$ cat src/rtl/spl_pkg.sv
// Package: shared widths and the layout of the status byte.
// Assumes: the range field sits in the low bits, where the receiver decodes it.
package spl_pkg;
    parameter int unsigned CTX_W = 5;
    parameter int unsigned RNG_W = 2;
    localparam int unsigned STAT_W = CTX_W + 1 + RNG_W;

    typedef struct packed {
        logic [CTX_W-1:0] ctx;
        logic             chg;
        logic [RNG_W-1:0] rng;
    } stat_t;
endpackage

$ cat src/rtl/spl_sync.sv
// Module: spl_sync
// Carries a vector of asynchronous inputs through a chain of flops
// into the clk domain.
// Assumes: each bit is meaningful alone; there is no bus coherency across bits.
module spl_sync #(
    parameter int unsigned W      = 1,
    parameter int unsigned STAGES = 2
) (
    input  logic         clk,
    input  logic         rst_n,
    input  logic [W-1:0] d,
    output logic [W-1:0] q
);
    logic [STAGES-1:0][W-1:0] stg;

    // Shift the sampled value one stage along every clock.
    always_ff @(posedge clk) begin
        if (!rst_n) begin
            stg <= '0;
        end else begin
            stg[0] <= d;
            for (int i = 1; i < STAGES; i++) begin
                stg[i] <= stg[i-1];
            end
        end
    end

    assign q = stg[STAGES-1];
endmodule

$ cat src/rtl/spl_bitcnt.sv
// Module: spl_bitcnt
// Counts falling serial-clock edges while chip-select is active and
// reports when the status byte is due, and which bit of it.
// Assumes: mode 0 (clock idles low) and clock phases longer than a few clk
// cycles; the count saturates at the full word length.
module spl_bitcnt #(
    parameter int unsigned ADC_BITS = 24,
    parameter int unsigned STAT_W   = 8
) (
    input  logic                      clk,
    input  logic                      rst_n,
    input  logic                      sclk_s,
    input  logic                      cs_act_s,
    output logic                      in_stat,
    output logic                      past_word,
    output logic [$clog2(STAT_W)-1:0] stat_idx
);
    localparam int unsigned WORD = ADC_BITS + STAT_W;
    localparam int unsigned CW   = $clog2(WORD + 1);
    localparam int unsigned IW   = $clog2(STAT_W);

    logic          sclk_q;
    logic [CW-1:0] cnt_q;
    logic          fall;
    logic [CW-1:0] off;

    assign fall = sclk_q & ~sclk_s;

    // Remember the previous clock level for edge detection.
    always_ff @(posedge clk) begin
        if (!rst_n) sclk_q <= 1'b0;
        else        sclk_q <= sclk_s;
    end

    // Bit position: cleared when idle, advanced per falling edge up to WORD.
    always_ff @(posedge clk) begin
        if (!rst_n || !cs_act_s)                 cnt_q <= '0;
        else if (fall && cnt_q != CW'(WORD))     cnt_q <= cnt_q + CW'(1);
    end

    // Decode the window and the status bit index.
    always_comb begin
        off       = cnt_q - CW'(ADC_BITS);
        in_stat   = cs_act_s && (cnt_q >= CW'(ADC_BITS)) && (cnt_q < CW'(WORD));
        past_word = cs_act_s && (cnt_q >= CW'(WORD));
        stat_idx  = IW'(STAT_W - 1) - off[IW-1:0];
    end

    // the position only steps by one or returns to zero.
    p_cnt_step_r7: assert property (@(posedge clk) disable iff (!rst_n)
        (cnt_q != $past(cnt_q)) |-> (cnt_q == $past(cnt_q) + CW'(1) || cnt_q == '0));

    // once chip-select is released, the next position is zero.
    p_cnt_clear_r7: assert property (@(posedge clk) disable iff (!rst_n)
        !cs_act_s |=> (cnt_q == '0));

    // the count never passes the word length.
    p_cnt_bound_r3: assert property (@(posedge clk) disable iff (!rst_n)
        cnt_q <= CW'(WORD));
endmodule

$ cat src/rtl/spl_tag.sv
// Module: spl_tag
// Holds the status byte. It records range changes, captures on data-ready
// and defers any capture that arrives while a read is in progress.
// Assumes: inputs are already synchronized into the clk domain.
module spl_tag
    import spl_pkg::*;
(
    input  logic             clk,
    input  logic             rst_n,
    input  logic             drdy_s,
    input  logic             cs_act_s,
    input  logic [CTX_W-1:0] ctx_s,
    input  logic [RNG_W-1:0] rng_s,
    output stat_t            tag
);
    logic             drdy_q;
    logic [RNG_W-1:0] rng_q;
    logic             flag_q;
    logic             pend_q;
    logic             rise;
    logic             chg_now;
    logic             cap;

    assign rise    = drdy_s & ~drdy_q;
    assign chg_now = (rng_s != rng_q);
    assign cap     = !cs_act_s && (rise || pend_q);

    // Delay data-ready and range by one clock for change detection.
    always_ff @(posedge clk) begin
        if (!rst_n) begin
            drdy_q <= 1'b0;
            rng_q  <= '0;
        end else begin
            drdy_q <= drdy_s;
            rng_q  <= rng_s;
        end
    end

    // Sticky range-changed flag, cleared by each capture.
    always_ff @(posedge clk) begin
        if (!rst_n)       flag_q <= 1'b0;
        else if (cap)     flag_q <= 1'b0;
        else if (chg_now) flag_q <= 1'b1;
    end

    // Remember a data-ready that arrived while a read was active.
    always_ff @(posedge clk) begin
        if (!rst_n)    pend_q <= 1'b0;
        else if (cap)  pend_q <= 1'b0;
        else if (rise) pend_q <= 1'b1;
    end

    // Load the snapshot, including a change seen in the same cycle.
    always_ff @(posedge clk) begin
        if (!rst_n) begin
            tag <= '0;
        end else if (cap) begin
            tag.ctx <= ctx_s;
            tag.chg <= flag_q | chg_now;
            tag.rng <= rng_s;
        end
    end

    // the byte is frozen while chip-select stays active.
    p_tag_hold_r6: assert property (@(posedge clk) disable iff (!rst_n)
        (cs_act_s && $past(cs_act_s)) |-> $stable(tag));

    // a deferred capture is served as soon as chip-select is released.
    p_pend_served_r6: assert property (@(posedge clk) disable iff (!rst_n)
        (pend_q && !cs_act_s) |=> !pend_q);

    // a range change that is not captured is remembered.
    p_flag_set_r5: assert property (@(posedge clk) disable iff (!rst_n)
        (chg_now && !cap) |=> flag_q);

    // a capture records the range that was present.
    p_cap_rng_r4: assert property (@(posedge clk) disable iff (!rst_n)
        cap |=> (tag.rng == $past(rng_s)));
endmodule

$ cat src/rtl/spi_status_splicer.sv
// Module: spi_status_splicer (top)
// Forwards the SPI clock and select to the ADC and data-ready to the master.
// On MISO it passes the ADC's 24 bits, then inserts the status byte.
// Assumes: SPI mode 0, with serial clock phases much longer than the clk period.
module spi_status_splicer
    import spl_pkg::*;
#(
    parameter int unsigned ADC_BITS    = 24,
    parameter int unsigned SYNC_STAGES = 2
) (
    input  logic             clk,
    input  logic             rst_n,
    input  logic             m_sclk,
    input  logic             m_cs_n,
    output logic             m_miso,
    output logic             m_drdy,
    output logic             adc_sclk,
    output logic             adc_cs_n,
    input  logic             adc_miso,
    input  logic             adc_drdy,
    input  logic [CTX_W-1:0] ctx_in,
    input  logic [RNG_W-1:0] rng_in
);
    localparam int unsigned SW = CTX_W + RNG_W + 3;
    localparam int unsigned IW = $clog2(STAT_W);

    logic [SW-1:0]    raw;
    logic [SW-1:0]    syn;
    logic [CTX_W-1:0] ctx_s;
    logic [RNG_W-1:0] rng_s;
    logic             drdy_s;
    logic             sclk_s;
    logic             cs_act_s;
    logic             in_stat;
    logic             past_word;
    logic [IW-1:0]    stat_idx;
    stat_t            tag;
    logic [STAT_W-1:0] tag_bits;

    // Straight wires between the master and the ADC.
    assign adc_sclk = m_sclk;
    assign adc_cs_n = m_cs_n;
    assign m_drdy   = adc_drdy;

    assign raw = {ctx_in, rng_in, adc_drdy, m_sclk, ~m_cs_n};
    assign {ctx_s, rng_s, drdy_s, sclk_s, cs_act_s} = syn;

    spl_sync #(.W(SW), .STAGES(SYNC_STAGES)) u_sync (
        .clk(clk), .rst_n(rst_n), .d(raw), .q(syn)
    );

    spl_bitcnt #(.ADC_BITS(ADC_BITS), .STAT_W(STAT_W)) u_cnt (
        .clk(clk), .rst_n(rst_n), .sclk_s(sclk_s), .cs_act_s(cs_act_s),
        .in_stat(in_stat), .past_word(past_word), .stat_idx(stat_idx)
    );

    spl_tag u_tag (
        .clk(clk), .rst_n(rst_n), .drdy_s(drdy_s), .cs_act_s(cs_act_s),
        .ctx_s(ctx_s), .rng_s(rng_s), .tag(tag)
    );

    assign tag_bits = tag;

    // MISO source: the status bit in its window, zero after the word, else the ADC.
    always_comb begin
        if (in_stat)        m_miso = tag_bits[stat_idx];
        else if (past_word) m_miso = 1'b0;
        else                m_miso = adc_miso;
    end

    // the status window and the post-word region never overlap.
    p_window_excl_r3: assert property (@(posedge clk) disable iff (!rst_n)
        !(in_stat && past_word));

    // the status window is always followed by the window or the post-word region.
    p_window_order_r3: assert property (@(posedge clk) disable iff (!rst_n)
        ($past(in_stat) && cs_act_s) |-> (in_stat || past_word));
endmodule

$ cat config.mk
export PLATFORM = sky130hd
export DESIGN_NAME = spi_status_splicer
export DESIGN_NICKNAME = d
export VERILOG_FILES = /design/src/rtl/spl_pkg.sv /design/src/rtl/spl_sync.sv /design/src/rtl/spl_bitcnt.sv /design/src/rtl/spl_tag.sv /design/src/rtl/spi_status_splicer.sv
export SDC_FILE = /design/constraint.sdc
export NUM_CORES = 1
export LEC_CHECK = 0
export BUFFER_PORTS_ARGS = -buffer_cell sky130_fd_sc_hd__buf_4
export CORE_UTILIZATION = 51
export DETAILED_ROUTE_END_ITERATION = 8
export GPL_ROUTABILITY_DRIVEN = 0
export GPL_TIMING_DRIVEN = 0
export PLACE_DENSITY = 0.8
export SETUP_SLACK_MARGIN = 0.02
export SLEW_MARGIN = 20
export SYNTH_ARGS = -nofsm -noshare
export SYNTH_HDL_FRONTEND = slang
export SYNTH_HIERARCHICAL = 1
export SYNTH_SLANG_ARGS = --single-unit
$ cat constraint.sdc
create_clock -name clk -period 1.4 [get_ports clk]
set_clock_uncertainty 0.15 [all_clocks]
set_input_delay 0.14 -clock clk [delete_from_list [all_inputs] [get_ports clk]]
set_output_delay 0.14 -clock clk [all_outputs]
set_load 0.02 [all_outputs]
==> Word level (Yosys, flattened, before mapping) <==
Index checks and enable logic that the tools add are counted.
{ "totals": {"ff_bits": 40, "latch_bits": 0, "mem_bits_rw": 0, "mem_bits_ro": 0, "inputBits": 13, "output_inout_bits": 4, "memories": 0} }
{ "op_classes": {"n_addsub": 3, "mul": 0, "div": 0, "n_lt_le_gt_ge": 4, "eq_ne": 2, "shift": 0, "mux": 4, "bitwise": 7, "reduce_logical": 10} }
{ "op_table": {"columns": ["op", "n"], "rows": [
  ["$add A6 B1 Y6 const B", 1],
  ["$ge A6 B5 Y1 const B", 1],
  ["$ge A6 B6 Y1 const B", 1],
  ["$lt A6 B6 Y1 const B", 1],
  ["$ne A6 B6 Y1 const B", 1],
  ["$logic_and A1 B1 Y1", 5],
  ["$lt A3 B4 Y1 const B", 1],
  ["$not A1 Y1", 4],
  ["$bmux W1 S3", 1],
  ["$mux W1", 3],
  ["$sub A3 B1 Y3 const B", 1],
  ["$sub A3 B3 Y3 const A", 1],
  ["$and A1 B1 Y1", 2],
  ["$logic_not A1 Y1", 2],
  ["$logic_or A1 B1 Y1", 2],
  ["$ne A2 B2 Y1", 1],
  ["$reduce_or A2 Y1", 1],
  ["$or A1 B1 Y1", 1]
]} }

==> Depth between registers and ports, before layout <==
{ "logic_depth": {"depth_word": 5, "ltp_mapped": 5, "mapped_depth_nobuf": 5} }

==> Modules after synthesis <==
The synthesis kept the hierarchy.
{ "by_module_without_submodules": {"columns": ["mod", "instances", "cells_each", "area_per_inst_um2", "seq_area_each_um2"], "rows": [
  ["spl_sync", 1, 52, 636.9, 400.4],
  ["spl_tag", 1, 50, 486.7, 260.2],
  ["spl_bitcnt", 1, 42, 359.1, 140.1],
  ["spi_status_splicer", 1, 14, 111.4, 0.0]
]} }

==> Worst setup path before layout <==
Ideal clock, no wire load.
{ "synth_path": {"kind": "flip-flop to output port", "from": "register u_cnt.cnt_q[0]", "to": "output port m_miso", "arrival_time_ns": 1.430, "setup_slack_ns": -0.320, "stages_incl_launch_ff": 5, "path_cell_list": "dfxtp_1 -> inv_1 -> mux4_2 -> nor2b_1 -> o31ai_1"} }
{ "synth_via": {"elab_chain_len": 5} }
{ "synth_rtl": {"columns": ["element", "line_no", "source"], "rows": [
  ["start: declaration", "spl_bitcnt.sv:23", "logic [CW-1:0] cnt_q;"],
  ["start signal: assignment", "spl_bitcnt.sv:38", "else if (fall && cnt_q != CW'(WORD)) cnt_q <= cnt_q + CW'(1);"],
  ["$sub A3 B1 Y3", "spl_bitcnt.sv:43", "off = cnt_q - CW'(ADC_BITS);"],
  ["$sub A3 B3 Y3", "spl_bitcnt.sv:46", "stat_idx = IW'(STAT_W - 1) - off[IW-1:0];"],
  ["net stat_idx[0]", "spi_status_splicer.sv:36", "logic [IW-1:0] stat_idx;"],
  ["$bmux W1 S3", "spi_status_splicer.sv:66", "if (in_stat) m_miso = tag_bits[stat_idx];"],
  ["$mux W1 (not written as such)", "spi_status_splicer.sv:66", null],
  ["$mux W1", "spi_status_splicer.sv:66", null],
  ["end: declaration", "spi_status_splicer.sv:15", "output logic m_miso,"]
]} }
The timed path passes the listed nets, and every way through them passes these cells. The select of a mux whose other input is x is not followed.

==> Worst setup path in the final report <==
Same ends and word-level chain as after synthesis.

==> run metrics <==
Max clock buf depth 2; # nets final 214; CP endpoint kind output port; synthesized flop and latch total 40; syn_nets 173; worst hold path class flip-flop to flip-flop; first-pass GRT wire length 5133 um; Slew HR 72.90%; 1st-pass router iterations 4; Port Buffers 16; CTS tree yes; ys async rst share 0%; layout cells sized above 1 44.00%; placed cell areas 1777 um2; Reg2Reg Setup Slack -0.07 ns; most common cell in the netlist dfxtp_1; Yosys warnings 6; Final Cell Area 2117 um2; per-cell routed wire length 12.79 um; failing checks negative setup slack; Min Clock Period, post-route 1.975 ns; status complete, but fails checks; fin util 74.21%; routed vias/inst 5.108; critical path launch point type flip-flop; Reg clk slew, reported paths 0.12 ns; DIE WIDTH 57.91 um; Setup-failing EPs final 4; Synth top cells by count dfxtp_1 (40), and2_1 (14), buf_4 (13); leakage power 0.9329 nW; Area contributors post-synth dfxtp_1 (50%), buf_4 (6.1%), and2_2 (5.7%); Max-cap violations 0; Root Buffer Master clkbuf_4; area leader, netlist dfxtp_1; Die Area 3353 um2; number of global-route vias before repair 1227; Routed Antenna Nets 0; final wirelength 2954 um; H-tree depth 2; core area 2853 um2; clk sinks 40; Pins Over Slew Limit 0; worst path required time 1.11 ns; Synth top area share 50.24%; Setup TNS -0.7588 ns; largest net degree at the start of global routing 15; final hold violation count 0; Cell Rows 19; arrival time worst endpoint 1.68 ns; grt ovf 0; hold slack 0.3105 ns; Final period util 141.1%; initial antenna violation count 0; RSZ-0062 raised after global routing true; Synth-to-Final Area Change 32.81%; chip height 57.91 um; pwr/cell area 1016 nW/um2; CP Max Fanout 5; fmax 0.5064 GHz; Cell Chain, Critical Path inv_6 > mux4_2 > nor2b_4 > o31ai_4 > buf_6; number of remaining DRC errors 0; n_diodes 0; setup ws final -0.5749 ns; number of synthesized flops with an enable pin 0; clock buffers created by TritonCTS 5; Post-synth top flop dfxtp_1; CP max-delay cell mux4_2; Cells after Synth 158; Seq/Total Area, Yosys 50.24%; pre-CTS setup slack -0.2537 ns; starting density of the core 55.88%; Clock Latency Late Sink 0.35 ns; Boundary Pins 17; synth unique cells 38; Crit Path Category flip-flop to output port; DRT iter0 DRCs 37; gr usage total 20.54%; vias 1180; placed wire-length estimate 1765 um; maximum vdd drop 0.9667 mV; actual slew at the worst max-slew pin 0.4057 ns; Max stage delay on crit path 0.53 ns; Mapped Avg Cell Area 10.09 um2; Mapped Area 1594 um2
==> timing repair <==
action | CTS | global route
setup buffers | 5 | 2
endpoints found under the setup margin | 6 | 11
pin swaps | 6 | 2
hold buffers | 11 | 0
hold endpoints to repair | 14 | 0
gates resized for setup | 9 | 17
==> per-layer routing <==
| metal | track usage [%] | vias to the layer above | wire length, um |
|---|---|---|---|
| li1 | - | 592 | - |
| met1 | 21.46 | 553 | 1208 |
| met2 | 37.11 | 29 | 1572 |
| met3 | 6.250 | 6 | 121 |
| met4 | 10.20 | 0 | 51 |
| met5 | 0 | - | 0 |
==> report_power, final <==
part           internal [W]  leakage, nW  switching [W]
Combinational      0.000117        0.561      0.0000741
Sequential          0.00117        0.330      0.0000114
Clock              0.000381       0.0418       0.000395
Total               0.00167        0.933       0.000481
==> worst max-delay path: cells and delay by family (launching register included) <==
family | cells | cell delay (ns)
AO/OA/AOI/OAI | 1 | 0.06
buffers and inverters | 2 | 0.21
flip-flops | 1 | 0.38
multiplexers | 1 | 0.53
AND/OR/NAND/NOR | 1 | 0.15
==> layout by cell type (no fill, tap or decap), types with 2 or more instances in the layout <==
master	instances
a21oi_2	2
and2_1	14
and2_2	12
buf_4	33
buf_6	6
clkbuf_4	5
dfxtp_1	36
dfxtp_2	3
dlygate4sd3_1	11
inv_1	10
inv_6	2
nand2_1	10
nand2_2	2
nand3_1	3
nor2b_4	2
nor3b_2	2
o21ai_0	2
o21ai_1	3
o22ai_1	8
or3_1	2
or3_4	2
xor2_1	2
==> final cells by class <==
class                   count  area (um2)
multi-input cells          89       705.7
clock buffers               5       37.54
clock inverters             3       46.29
well taps                  31       38.79
plain buffers              17       136.4
flip-flops and latches     40       808.3
fillers                   193       735.7
repair buffers             34       294.0
inverters                  12       50.05
==> logic make-up (layout without fill, tap and decap cells) <==
kind of cell | Yosys count | in the layout | share of synthesized area, %
compound gates | 23 | 23 | 9.497
flops | 40 | 40 | 50.24
simple gates | 60 | 60 | 24.10
fa+ha+maj | 2 | 2 | 1.570
mux | 2 | 2 | 2.119
buf+inv | 29 | 71 | 11.38
xor+xnor | 2 | 2 | 1.099
==> state kept, by name (all words and copies together) (netlist names) <==
register / cells
u_sync/q: 10
u_sync/stg: 10
u_tag/tag: 8
u_cnt/cnt_q: 6
u_tag/rng_q: 2
u_cnt/sclk_q: 1
u_tag/drdy_q: 1
u_tag/flag_q: 1
u_tag/pend_q: 1
==> worst paths after layout <==
path | end | cells past startpoint | from
setup reg to reg | u_cnt/cnt_q[2] | 5 | u_cnt/cnt_q[0]
setup / recovery | m_miso | 5 | u_cnt/cnt_q[0]
hold reg to reg | u_sync/q[3] | 1 | u_sync/stg[3]
hold / removal | u_sync/q[3] | 1 | u_sync/stg[3]
==> stage by stage <==
| step | total power [W] | instances |
|---|---|---|
| CTS | 0.002156 | 229 |
| floorplan | 0.001310 | 158 |
| detailed placement | 0.001366 | 205 |
| finish | 0.002152 | 231 |
| global route | 0.002240 | 231 |
| global placement | 0.001358 | 205 |
(Power assumes the default switching activity.)
